`config.mk`:
```
export PLATFORM = sky130hd
export DESIGN_NAME = ivl_timer
export DESIGN_NICKNAME = d
export VERILOG_FILES = /design/src/rtl/ivt_pkg.sv /design/src/rtl/ivt_regif.sv /design/src/rtl/ivt_ms_counter.sv /design/src/rtl/ivt_irq_fsm.sv /design/src/rtl/ivl_timer.sv
export SDC_FILE = /design/constraint.sdc
export NUM_CORES = 1
export LEC_CHECK = 0
export BUFFER_PORTS_ARGS = -buffer_cell sky130_fd_sc_hd__buf_2
export CORE_ASPECT_RATIO = 0.75
export CORE_MARGIN = 4
export CORE_UTILIZATION = 50
export CTS_CLUSTER_DIAMETER = 200
export DETAILED_ROUTE_END_ITERATION = 7
export PLACE_DENSITY_LB_ADDON = 0.05
export SLEW_MARGIN = 30
export SYNTH_ARGS = -nofsm -noshare
export SYNTH_HDL_FRONTEND = slang
export SYNTH_SLANG_ARGS = --single-unit
```
`constraint.sdc`:
```
create_clock -name clk -period 1.8 [get_ports clk]
set_clock_uncertainty 0.05 [all_clocks]
set_input_delay 0.09 -clock clk [delete_from_list [all_inputs] [get_ports clk]]
set_output_delay 0.09 -clock clk [all_outputs]
set_load 0.02 [all_outputs]
```
`src/rtl/ivt_pkg.sv`:
```
`timescale 1ns/1ps
package ivt_pkg;
    localparam int DATA_W = 32;

    typedef enum logic [0:0] {
        IRQ_IDLE     = 1'b0,
        IRQ_ASSERTED = 1'b1
    } ivt_irq_state_e;
endpackage

```
`src/rtl/ivt_regif.sv`:
```
`timescale 1ns/1ps
module ivt_regif #(
    parameter int               ADDR_W     = 12,
    parameter int               DATA_W     = 32,
    parameter logic [ADDR_W-1:0] RELOAD_OFS = 12'h228,
    parameter logic [ADDR_W-1:0] ACK_OFS    = 12'h230
) (
    input  logic              clk,
    input  logic              rst_n,
    input  logic              reg_wr,
    input  logic              reg_rd,
    input  logic [ADDR_W-1:0] reg_addr,
    input  logic [DATA_W-1:0] reg_wdata,
    output logic [DATA_W-1:0] reg_rdata,
    output logic [DATA_W-1:0] reload_q,
    output logic              restart,
    output logic              ack
);
    logic reload_hit;
    logic ack_hit;

    assign reload_hit = (reg_addr == RELOAD_OFS);
    assign ack_hit    = (reg_addr == ACK_OFS);
    assign restart    = reg_wr && reload_hit;
    assign ack        = reg_rd && ack_hit;

    always_ff @(posedge clk or negedge rst_n) begin
        if (!rst_n) begin
            reload_q <= '0;
        end else if (restart) begin
            reload_q <= reg_wdata;
        end
    end

    always_ff @(posedge clk or negedge rst_n) begin
        if (!rst_n) begin
            reg_rdata <= '0;
        end else if (reg_rd && reload_hit) begin
            reg_rdata <= reload_q;
        end else begin
            reg_rdata <= '0;
        end
    end

    // nonzero read data only follows a read request
    assert_rdata_after_read_R8: assert property (@(posedge clk) disable iff (!rst_n)
        (reg_rdata != '0) |-> $past(reg_rd));

    // a reload write is captured into the reload register
    assert_reload_stored_R5: assert property (@(posedge clk) disable iff (!rst_n)
        restart |=> (reload_q == $past(reg_wdata)));
endmodule

```
`src/rtl/ivt_ms_counter.sv`:
```
`timescale 1ns/1ps
module ivt_ms_counter #(
    parameter int CNT_W = 32
) (
    input  logic             clk,
    input  logic             rst_n,
    input  logic             ms_tick,
    input  logic             restart,
    input  logic [CNT_W-1:0] reload,
    output logic             period_end
);
    logic [CNT_W-1:0] ms_cnt;

    assign period_end = ms_tick && !restart && (ms_cnt == reload);

    always_ff @(posedge clk or negedge rst_n) begin
        if (!rst_n) begin
            ms_cnt <= '0;
        end else if (restart) begin
            ms_cnt <= '0;
        end else if (ms_tick) begin
            if (ms_cnt == reload) begin
                ms_cnt <= '0;
            end else begin
                ms_cnt <= ms_cnt + 1'b1;
            end
        end
    end

    // without a strobe or restart the count holds
    assert_cnt_hold_R4: assert property (@(posedge clk) disable iff (!rst_n)
        (!ms_tick && !restart) |=> $stable(ms_cnt));

    // a restart leaves the count at zero
    assert_restart_zero_R5: assert property (@(posedge clk) disable iff (!rst_n)
        restart |=> (ms_cnt == '0));

    // the count never runs past the reload value
    assert_cnt_in_range_R2: assert property (@(posedge clk) disable iff (!rst_n)
        ms_cnt <= reload);
endmodule

```
`src/rtl/ivt_irq_fsm.sv`:
```
`timescale 1ns/1ps
module ivt_irq_fsm
    import ivt_pkg::*;
(
    input  logic clk,
    input  logic rst_n,
    input  logic period_end,
    input  logic ack,
    input  logic restart,
    output logic irq
);
    ivt_irq_state_e state_q;
    ivt_irq_state_e state_d;

    always_comb begin
        state_d = state_q;
        unique case (state_q)
            IRQ_IDLE: begin
                if (period_end) state_d = IRQ_ASSERTED;              // RAISE
            end
            IRQ_ASSERTED: begin
                if (!period_end && (ack || restart)) state_d = IRQ_IDLE; // CLEAR
            end
            default: state_d = IRQ_IDLE;
        endcase
    end

    always_ff @(posedge clk or negedge rst_n) begin
        if (!rst_n) state_q <= IRQ_IDLE;
        else        state_q <= state_d;
    end

    always_comb begin
        irq = (state_q == IRQ_ASSERTED);
    end

    // a period end always leaves the interrupt high
    assert_raise_on_end_R7: assert property (@(posedge clk) disable iff (!rst_n)
        period_end |=> irq);

    // an acknowledge with no period end leaves the interrupt low
    assert_ack_clears_R6: assert property (@(posedge clk) disable iff (!rst_n)
        (ack && !period_end) |=> !irq);

    // a reload write leaves the interrupt low
    assert_restart_clears_R5: assert property (@(posedge clk) disable iff (!rst_n)
        restart |=> !irq);

    // the interrupt only rises on a period end
    assert_rise_needs_end_R3: assert property (@(posedge clk) disable iff (!rst_n)
        $rose(irq) |-> $past(period_end));
endmodule

```
`src/rtl/ivl_timer.sv`:
```
`timescale 1ns/1ps
module ivl_timer #(
    parameter int               ADDR_W     = 12,
    parameter logic [ADDR_W-1:0] RELOAD_OFS = 12'h228,
    parameter logic [ADDR_W-1:0] ACK_OFS    = 12'h230
) (
    input  logic                        clk,
    input  logic                        rst_n,
    input  logic                        ms_tick,
    input  logic                        reg_wr,
    input  logic                        reg_rd,
    input  logic [ADDR_W-1:0]           reg_addr,
    input  logic [ivt_pkg::DATA_W-1:0]  reg_wdata,
    output logic [ivt_pkg::DATA_W-1:0]  reg_rdata,
    output logic                        irq
);
    localparam int DW = ivt_pkg::DATA_W;

    logic [DW-1:0] reload_q;
    logic          restart;
    logic          ack;
    logic          period_end;

    ivt_regif #(
        .ADDR_W     (ADDR_W),
        .DATA_W     (DW),
        .RELOAD_OFS (RELOAD_OFS),
        .ACK_OFS    (ACK_OFS)
    ) regif_i (
        .clk       (clk),
        .rst_n     (rst_n),
        .reg_wr    (reg_wr),
        .reg_rd    (reg_rd),
        .reg_addr  (reg_addr),
        .reg_wdata (reg_wdata),
        .reg_rdata (reg_rdata),
        .reload_q  (reload_q),
        .restart   (restart),
        .ack       (ack)
    );

    ivt_ms_counter #(
        .CNT_W (DW)
    ) counter_i (
        .clk        (clk),
        .rst_n      (rst_n),
        .ms_tick    (ms_tick),
        .restart    (restart),
        .reload     (reload_q),
        .period_end (period_end)
    );

    ivt_irq_fsm fsm_i (
        .clk        (clk),
        .rst_n      (rst_n),
        .period_end (period_end),
        .ack        (ack),
        .restart    (restart),
        .irq        (irq)
    );
endmodule

```
==> results of run 1 <==
final timing paths:
check | startpoint | to | slack, ps | cells after the start
min | ms_tick | fsm_i.irq$_DFF_PN0_ | 50 | 3
max reg2reg | counter_i.ms_cnt[30]$_DFFE_PN0P_ | counter_i.ms_cnt[11]$_DFFE_PN0P_ | -350 | 7
max in group asynchronous | rst_n | counter_i.ms_cnt[15]$_DFFE_PN0P_ | 870 | 3
min reg2reg | regif_i.reload_q[24]$_DFFE_PN0N_ | regif_i.reg_rdata[24]$_DFF_PN0_ | 490 | 1
min in group asynchronous | rst_n | regif_i.reg_rdata[30]$_DFF_PN0_ | 340 | 3
max | counter_i.ms_cnt[30]$_DFFE_PN0P_ | counter_i.ms_cnt[11]$_DFFE_PN0P_ | -350 | 7
state kept, by name, summed over array words and instances (netlist names):
register	count
counter_i.ms_cnt	32
regif_i.reg_rdata	32
regif_i.reload_q	32
fsm_i.irq	1
logic make-up after synthesis:
group                      count (synthesis)
AOI/OAI and AO/OA                         45
xor gates and xnor gates                  32
adders and majority gates                  1
buffers and inverters                     19
DFF                                       97
muxes                                     42
and+or+nand+nor                          142
through the flow:
stage / TNS (ps) / hold slack [ps] / setup slack (ps)
global route: -9520 / 45.9 / -410
detailed placement: -8060 / 175 / -361
finish: -7140 / 45.2 / -348
CTS: -5750 / 36.1 / -301
global placement: -6690 / 168 / -306
floorplan: -516 / -256 / -54.1
repair_timing:
action                                  CTS  global route
gates cloned                              0             0
gates resized for setup                  17            16
hold buffers                             33             0
endpoints found under the hold margin   129             0
setup buffers                             3             0
endpoints found under the setup margin   33            33
pin swaps                                11             6
worst max-delay path, stage by stage (launching register included):
cell and delay, ps:
dfrtp_1 400, xnor2_1 300, nand4_1 220, nor4_4 330
a21oi_4 130, buf_12 180, and3_4 160, a221o_1 270
power by group through the flow:
stage / registers (mW) / clock network, mW / logic, mW
after global placement: 2.28 / 0 / 0.849
after global routing: 2.24 / 1.87 / 1.18
after CTS: 2.24 / 1.78 / 1.05
after floorplan: 2.29 / 0 / 0.482
final: 2.24 / 1.73 / 1.08
after detailed placement: 2.28 / 0 / 0.874
cell usage in the layout, fill, tap and decap left out, drive strengths merged, types with 4 or more instances in the layout:
cell type / count
clkinv: 4
nand3: 18
and2: 35
dfrtp: 97
and4: 4
and3: 17
a31oi: 4
a221o: 9
nand2: 20
mux2: 33
a21o: 5
nor2: 17
a22o: 6
mux2i: 9
nand4: 16
xnor2: 32
buf: 167
clkbuf: 11
a21oi: 9
dlygate4sd3: 33
layer usage:
layer	vias up	wire, um
li1	1736	-
met1	1758	4880
met2	97	5020
met3	16	579
met4	0	163
met5	-	0
layout make-up:
class                   instances  area share
multi-input cells             262       0.332
clock buffers                  11      0.0380
flip-flops and latches         97       0.380
well taps                     108      0.0212
inverters                       1    0.000588
clock inverters                 4     0.00314
repair buffers                200       0.225
==> impl_metrics.json, run 1 <==
{
  "status": "finished, violations left",
  "violations": "negative setup slack",
  "rsz0062_at_grt": "yes",
  "worstPathArrival_ps": 2320,
  "core_area_um2": 8640,
  "cts.sinks": 97,
  "synthMuxAreaShare": 0.102,
  "die_w_um": 118,
  "drc": 0,
  "postLayoutCellArea_um2": 6380,
  "drt_wl_total_um": 10600,
  "cp-start-kind": "flop",
  "multi_input_area_um2": 2120,
  "drv_slew": 0,
  "hold_violations": 0,
  "endpoint_kind": "flop",
  "worst_slew_pin_slew_ps": 659,
  "use_met1": 0.286,
  "synthTopCellsByCount": "dfrtp_1 (97), and2_1 (34), mux2_2 (33)",
  "power_density_nw_per_um2": 790,
  "grt_busiest_layer": "met2",
  "crit_fanout": 22,
  "drt-wirelength-per-cell_um": 15.6,
  "grt_pass1_wl_um": 18200,
  "ir_drop_mv": 0.632,
  "max_freq_ghz": 0.466,
  "synth_top_family_by_area": "simple AND/OR/NAND/NOR gates",
  "fin_util": 0.739,
  "yosysMostFrequentCell": "dfrtp_1",
  "grtUsageMet3": 0.0514,
  "max-clock-path-buffers": 2,
  "power_frac_comb": 0.214,
  "seq_power_share": 0.444,
  "die_y_um": 90.2,
  "required_ps": 1970,
  "grt_usage": 0.213,
  "synth_flop_cell": "dfrtp_1",
  "clockRootBuffer": "clkbuf_16",
  "seqCellArea_um2": 2430,
  "maxCapViolCount": 0,
  "htree_num_levels": 3,
  "gp_congestion": 0.856,
  "dr_total_vias": 3607,
  "ys_seq_area_frac": 0.538,
  "fillers": 623,
  "yosys.cell_types.count": 48,
  "grt_pass1_vias": 3725,
  "place_area_um2": 5620,
  "p_total_mw": 5.04,
  "min_period_ps": 2150,
  "synth_top_area_cell": "dfrtp_1",
  "grt_max_degree": 53,
  "intPower_mw": 3.74,
  "synth_area_per_cell_um2": 11.9,
  "drive_gt1_frac": 0.445,
  "start_util": 0.522,
  "nNetsFinal": 621,
  "critPathKind": "flop to flop",
  "synth_compound_area_frac": 0.0763,
  "async_flop_share": 1.00,
  "die_area_um2": 10600,
  "antenna_left": 0,
  "synth-seq-cells": 97,
  "setup_violations": 33,
  "netlist.area_leader.share": 0.538,
  "hpwl_um": 7490,
  "synthTopCellsByArea": "dfrtp_1 (54%), mux2_2 (8.2%), xnor2_1 (6.2%)",
  "clkTransAtPathRegs_ps": 60,
  "clk_latency_ps": 340,
  "swShare": 0.259,
  "use_met2": 0.343,
  "synth-simple-area-share": 0.193,
  "holdCritPathClass": "input port to flop",
  "finalCritPeriodShare": 1.19,
  "switchingPower_mw": 1.31,
  "maxSlewHeadroom": 0.561,
  "grt_antenna_before_repair": 0,
  "pwr-share-clk": 0.342,
  "synth_edf_count": 0,
  "numCtsBuffers": 9,
  "timing.final.ws_setup_ps": -348,
  "syn_nets": 428,
  "syn_area_um2": 4510,
  "viasPerCell": 5.28,
  "port_buffers": 81,
  "ios": 82,
  "place_inst": 632,
  "antenna_cells": 0,
  "drt_iter0_drc": 191,
  "ys_warn_count": 0,
  "grt_overflow": 0,
  "synth-xor-area-share": 0.0622,
  "power_leakage_nw": 3.26,
  "fin_cells": 683,
  "rows": 29,
  "syn_inst": 378,
  "synth_fa_ha_area_frac": 0.00277,
  "cts_tree": "built",
  "drt_pre_antenna_iters": 4,
  "area_delta_synth_final_pct": 41.5
}
No activity file was read; power rests on OpenSTA's default activity.
==> inputs of run 2 (changes only) <==
--- a/config.mk
+++ b/config.mk
@@ -8,7 +8,7 @@
 export BUFFER_PORTS_ARGS = -buffer_cell sky130_fd_sc_hd__buf_2
 export CORE_ASPECT_RATIO = 0.75
 export CORE_MARGIN = 4
-export CORE_UTILIZATION = 50
+export CORE_UTILIZATION = 52
 export CTS_CLUSTER_DIAMETER = 200
 export DETAILED_ROUTE_END_ITERATION = 7
 export PLACE_DENSITY_LB_ADDON = 0.05
==> constraint.sdc (replaced) <==
create_clock -name clk -period 2.75 [get_ports clk]
set_clock_uncertainty 0.05 [all_clocks]
set_input_delay 0.1375 -clock clk [delete_from_list [all_inputs] [get_ports clk]]
set_output_delay 0.1375 -clock clk [all_outputs]
set_load 0.02 [all_outputs]
==> impl_metrics.json, run 2 (synthesized netlist as in run 1, its figures left out) <==
{
  "met2WireLength_um": 4450,
  "hpwl_um": 6580,
  "grt_usage": 0.206,
  "grt_pass1_vias": 3203,
  "die_w_um": 116,
  "drt_iter0_drc": 116,
  "rsz0062_at_grt": "no",
  "holdCritPathClass": "input port to flop",
  "hold_violations": 0,
  "start_util": 0.533,
  "clkTransAtPathRegs_ps": 60,
  "place_inst": 556,
  "viasPerCell": 5.40,
  "status": "completed",
  "finalCritPeriodShare": 0.917,
  "mostFrequentLayoutCell": "dfrtp_1",
  "drv_slew": 0,
  "wl_met3_um": 513,
  "wl_met1_um": 4710,
  "power_density_nw_per_um2": 569,
  "endpoint_kind": "flop",
  "grt_overflow": 0,
  "required_ps": 2920,
  "drive_gt1_frac": 0.312,
  "gp_congestion": 0.820,
  "nNetsFinal": 542,
  "dr.max_layer_used": "met4",
  "drt-wirelength-per-cell_um": 16.2,
  "numCtsBuffers": 9,
  "htree_num_levels": 3,
  "layout_common_cells": "dfrtp_1 (97), buf_2 (80), and2_1 (34)",
  "critPathKind": "flop to flop",
  "maxSlewHeadroom": 0.450,
  "clockRootBuffer": "clkbuf_16",
  "crit_fanout": 35,
  "grt_pass1_wl_um": 16100,
  "fin_cells": 605,
  "path_cells": "xnor2_1, nand4_1, nor4_2, a21oi_4, buf_4, a21o_1, a22o_1",
  "rows": 29,
  "cts_tree": "built",
  "holdWs_ps": 93.7,
  "drt_wl_total_um": 9780,
  "worstPathArrival_ps": 2690,
  "die_area_um2": 10200,
  "max_freq_ghz": 0.397,
  "critical-path-max-stage-delay_ps": 500,
  "p_total_mw": 3.22,
  "cp-start-kind": "flop",
  "ios": 82,
  "multi_input_area_um2": 1980,
  "reg.largest.list": "counter_i.ms_cnt: 32 flops, regif_i.reg_rdata: 32 flops, regif_i.reload_q: 32 flops",
  "die_y_um": 88.6,
  "max-clock-path-buffers": 2,
  "power_leakage_nw": 2.85,
  "area_delta_synth_final_pct": 25.5,
  "grt_max_degree": 59,
  "worst_slew_pin_slew_ps": 824,
  "antenna_cells": 0,
  "maxCapViolCount": 0,
  "seqCellArea_um2": 2430,
  "fin_tns_setup_ps": 0,
  "fillers": 664,
  "drc": 0,
  "port_buffers": 81,
  "dr_total_vias": 3268,
  "core_area_um2": 8450,
  "min_period_ps": 2520,
  "setup_violations": 0,
  "ir_drop_mv": 0.406,
  "antenna_left": 0,
  "clk_latency_ps": 330,
  "crit_slowest_cell": "nor4_2",
  "drt_pre_antenna_iters": 5,
  "cts.sinks": 97,
  "grt_antenna_before_repair": 0
}
[run 2: what timing repair did]
action | CTS | global route
gates resized for setup | 0 | 0
hold buffers | 32 | 1
buffers inserted | 0 | 0
hold endpoints to repair | 70 | 1
[run 2: final timing paths]
check | slack, ps | to | cells past startpoint | start
setup / recovery | 230 | counter_i.ms_cnt[6]$_DFFE_PN0P_ | 7 | counter_i.ms_cnt[14]$_DFFE_PN0P_
hold / removal | 90 | fsm_i.irq$_DFF_PN0_ | 3 | ms_tick
setup reg to reg | 230 | counter_i.ms_cnt[6]$_DFFE_PN0P_ | 7 | counter_i.ms_cnt[14]$_DFFE_PN0P_
hold reg to reg | 480 | regif_i.reg_rdata[25]$_DFF_PN0_ | 1 | regif_i.reload_q[25]$_DFFE_PN0N_
max in group asynchronous | 1700 | regif_i.reg_rdata[1]$_DFF_PN0_ | 3 | rst_n
min in group asynchronous | 260 | regif_i.reload_q[16]$_DFFE_PN0N_ | 2 | rst_n
[run 2: routing by layer]
| metal | global-route usage | up-vias |
|---|---|---|
| met1 | 0.294 | 1591 |
| met2 | 0.323 | 84 |
| met3 | 0.0465 | 11 |
| li1 | - | 1582 |
| met5 | 0 | - |
| met4 | 0.0512 | 0 |
[run 2: power breakdown]
group	internal [mW]	total (mW)	switching [mW]
Combinational	0.186	0.441	0.255
Sequential	1.45	1.48	0.0324
Clock	0.792	1.30	0.510
[run 2: worst max-delay path: cells and delay by family, from the launching register on]
kind                   cells  cell delay, ps
AO/OA/AOI/OAI              3             650
buffers and inverters      1             290
AND/OR/NAND/NOR            2             670
XOR/XNOR                   1             290
flip-flops                 1             450
[run 2: area by class of cell]
class / instances / area share
Multi-Input combinational cell: 262 / 0.350
Clock buffer: 10 / 0.0405
Tap cell: 108 / 0.0239
Clock inverter: 6 / 0.0146
Inverter: 1 / 0.000663
Timing Repair Buffer: 121 / 0.142
Sequential cell: 97 / 0.429
[run 2: per-stage QoR]
step	util	setup slack, ps	instance area (um2)
detailed placement	0.594	282	5020
finish	0.670	229	5660
global placement	0.594	324	5020
floorplan	-	841	4510
global route	0.670	11.7	5660
CTS	0.668	257	5650
==> inputs of run 3 (changes only) <==
--- a/config.mk
+++ b/config.mk
@@ -5,6 +5,7 @@
 export SDC_FILE = /design/constraint.sdc
 export NUM_CORES = 1
 export LEC_CHECK = 0
+export ABC_AREA = 1
 export BUFFER_PORTS_ARGS = -buffer_cell sky130_fd_sc_hd__buf_2
 export CORE_ASPECT_RATIO = 0.75
 export CORE_MARGIN = 4
==> impl_metrics.json, run 3 <==
{
  "endpoint_kind": "flop",
  "maxCapViolCount": 0,
  "critical-path-max-stage-delay_ps": 470,
  "finalCritPeriodShare": 0.717,
  "drv_slew": 0,
  "nNetsFinal": 802,
  "cts_setup_buffers": 0,
  "drt_wl_total_um": 11200,
  "cp-start-kind": "flop",
  "layout_common_cells": "nand2_1 (220), dfrtp_1 (97), nor2_1 (84)",
  "die_area_um2": 11100,
  "reg.largest.list": "counter_i.ms_cnt: 32 flops, regif_i.reg_rdata: 32 flops, regif_i.reload_q: 32 flops",
  "maxSlewHeadroom": 0.471,
  "ys_seq_area_frac": 0.492,
  "power_leakage_nw": 3.22,
  "place_inst": 836,
  "gp_congestion": 0.913,
  "syn_inst": 642,
  "timing.final.ws_setup_ps": 779,
  "max-clock-path-buffers": 2,
  "setup_violations": 0,
  "clk_latency_ps": 340,
  "synthTopCellsByCount": "nand2_1 (220), dfrtp_1 (97), nor2_1 (85)",
  "grt_antenna_before_repair": 0,
  "antenna_cells": 0,
  "yosysMostFrequentCell": "nand2_1",
  "required_ps": 2930,
  "ys_warn_count": 0,
  "grt_overflow": 0,
  "max_freq_ghz": 0.507,
  "syn_area_um2": 4930,
  "cp_common_cell": "nand2_1",
  "ios": 82,
  "cts.sinks": 97,
  "ir_drop_mv": 0.360,
  "async_flop_share": 1.00,
  "syn_nets": 692,
  "fin_tns_setup_ps": 0,
  "rows": 30,
  "grt_max_degree": 86,
  "critPathKind": "flop to flop",
  "drt_iter0_drc": 258,
  "grt_pass1_vias": 4172,
  "hold_violations": 0,
  "clockRootBuffer": "clkbuf_16",
  "viasPerCell": 4.75,
  "yosys.cell_types.count": 25,
  "worst_slew_pin_slew_ps": 794,
  "grt_pass1_wl_um": 19500,
  "drc": 0,
  "antenna_left": 0,
  "status": "completed",
  "die_w_um": 120,
  "synth_edf_count": 0,
  "start_util": 0.538,
  "die_y_um": 92.3,
  "synth-seq-cells": 97,
  "mostFrequentLayoutCell": "nand2_1",
  "numCtsBuffers": 9,
  "rsz0062_at_grt": "no",
  "area_delta_synth_final_pct": 22.1,
  "synth_top_area_cell": "dfrtp_1",
  "synth_area_per_cell_um2": 7.68,
  "synth_flop_cell": "dfrtp_1",
  "core_area_um2": 9160,
  "grt_usage": 0.217,
  "synthTopCellsByArea": "dfrtp_1 (49%), nand2_1 (17%), nor2_1 (6.5%)",
  "dr_total_vias": 4202,
  "power_density_nw_per_um2": 488,
  "worstPathArrival_ps": 2150,
  "port_buffers": 81,
  "ctsHoldBuffers": 33,
  "hpwl_um": 7530,
  "drt_pre_antenna_iters": 4,
  "holdCritPathClass": "input port to flop",
  "clkTransAtPathRegs_ps": 60,
  "crit_slowest_cell": "dfrtp_1",
  "drt-wirelength-per-cell_um": 12.6,
  "worst-path-buf-inv": 0,
  "min_period_ps": 1970,
  "fin_cells": 884,
  "drive_gt1_frac": 0.156,
  "path_cells": "xnor2_1, nand2_1, nor2_1, nand2_1, nor2_2, nand2_2, nand3_1, nand2_1",
  "crit_fanout": 32,
  "htree_num_levels": 3,
  "post_cts_resized": 0,
  "crit_family": "simple AND/OR/NAND/NOR gates",
  "netlist.area_leader.share": 0.492,
  "cts_tree": "built",
  "place_ws_ps": 803
}
## run 3: cell types whose count changed in the layout (fill, tap and decap cells not counted), sizes merged, moves of 7 or more
cell    before  now
nand4       16    1
nand3b       0    7
o21ai        3   32
nand3       18   45
a221o        9    0
inv          1   74
and3        17    0
xor2         0   15
nand2       20  223
and2        35    0
a21oi        9    1
mux2        33    0
nor2        17   96
mux2i        9    0
## run 3: cells by family after synthesis
group | Yosys count | share of synthesized area
AO/OA/AOI/OAI | 34 | 0.0350
XOR/XNOR | 42 | 0.0746
adder cells (fa/ha/maj) | 1 | 0.00254
buffers and inverters | 94 | 0.0827
flip-flops | 97 | 0.492
AND/OR/NAND/NOR | 374 | 0.313
## run 3: worst register-to-register path, delay by kind of cell (launching register included)
kind             cells  cell delay, ps
XOR/XNOR             1             190
flip-flops           1             470
AND/OR/NAND/NOR      7            1160
## run 3: layer usage
metal / GRT usage / routed length, um / up-vias
met5: 0 / 0 / -
li1: - / - / 2160
met4: 0.0575 / 163 / 0
met2: 0.332 / 4940 / 94
met3: 0.0464 / 526 / 14
met1: 0.315 / 5560 / 1934
## run 3: worst paths after layout
kind | from | to | slack [ps] | cells past startpoint
setup / recovery | counter_i.ms_cnt[9]$_DFFE_PN0P_ | counter_i.ms_cnt[19]$_DFFE_PN0P_ | 780 | 8
hold / removal | reg_addr[4] | fsm_i.irq$_DFF_PN0_ | 90 | 4
setup reg to reg | counter_i.ms_cnt[9]$_DFFE_PN0P_ | counter_i.ms_cnt[19]$_DFFE_PN0P_ | 780 | 8
hold reg to reg | regif_i.reload_q[1]$_DFFE_PN0N_ | regif_i.reg_rdata[1]$_DFF_PN0_ | 480 | 2
max in group asynchronous | rst_n | regif_i.reg_rdata[17]$_DFF_PN0_ | 1640 | 3
min in group asynchronous | rst_n | counter_i.ms_cnt[4]$_DFFE_PN0P_ | 350 | 2
## run 3: layout make-up
cell class,count,area (um2)
clock inverters,4,28.8
inverters,73,274
repair buffers,120,787
flip-flops and latches,97,2430
clock buffers,11,243
well taps,128,160
multi-input cells,451,2100
fillers,848,3140
## run 3: report_power, final
group	internal (mW)	switching, mW
registers	1.46	0.0579
logic	0.128	0.136
clock network	0.634	0.518
total	2.22	0.712
## run 3: per-stage QoR
stage	total power [mW]	instance area [um2]	utilization	hold WS, ps
after floorplan	1.67	4930	-	-208
after global routing	3.08	6020	0.657	105
final	2.94	6020	0.657	86.7
after detailed placement	1.77	5420	0.591	205
after global placement	1.77	5410	0.591	295
after CTS	2.97	6020	0.657	77.3
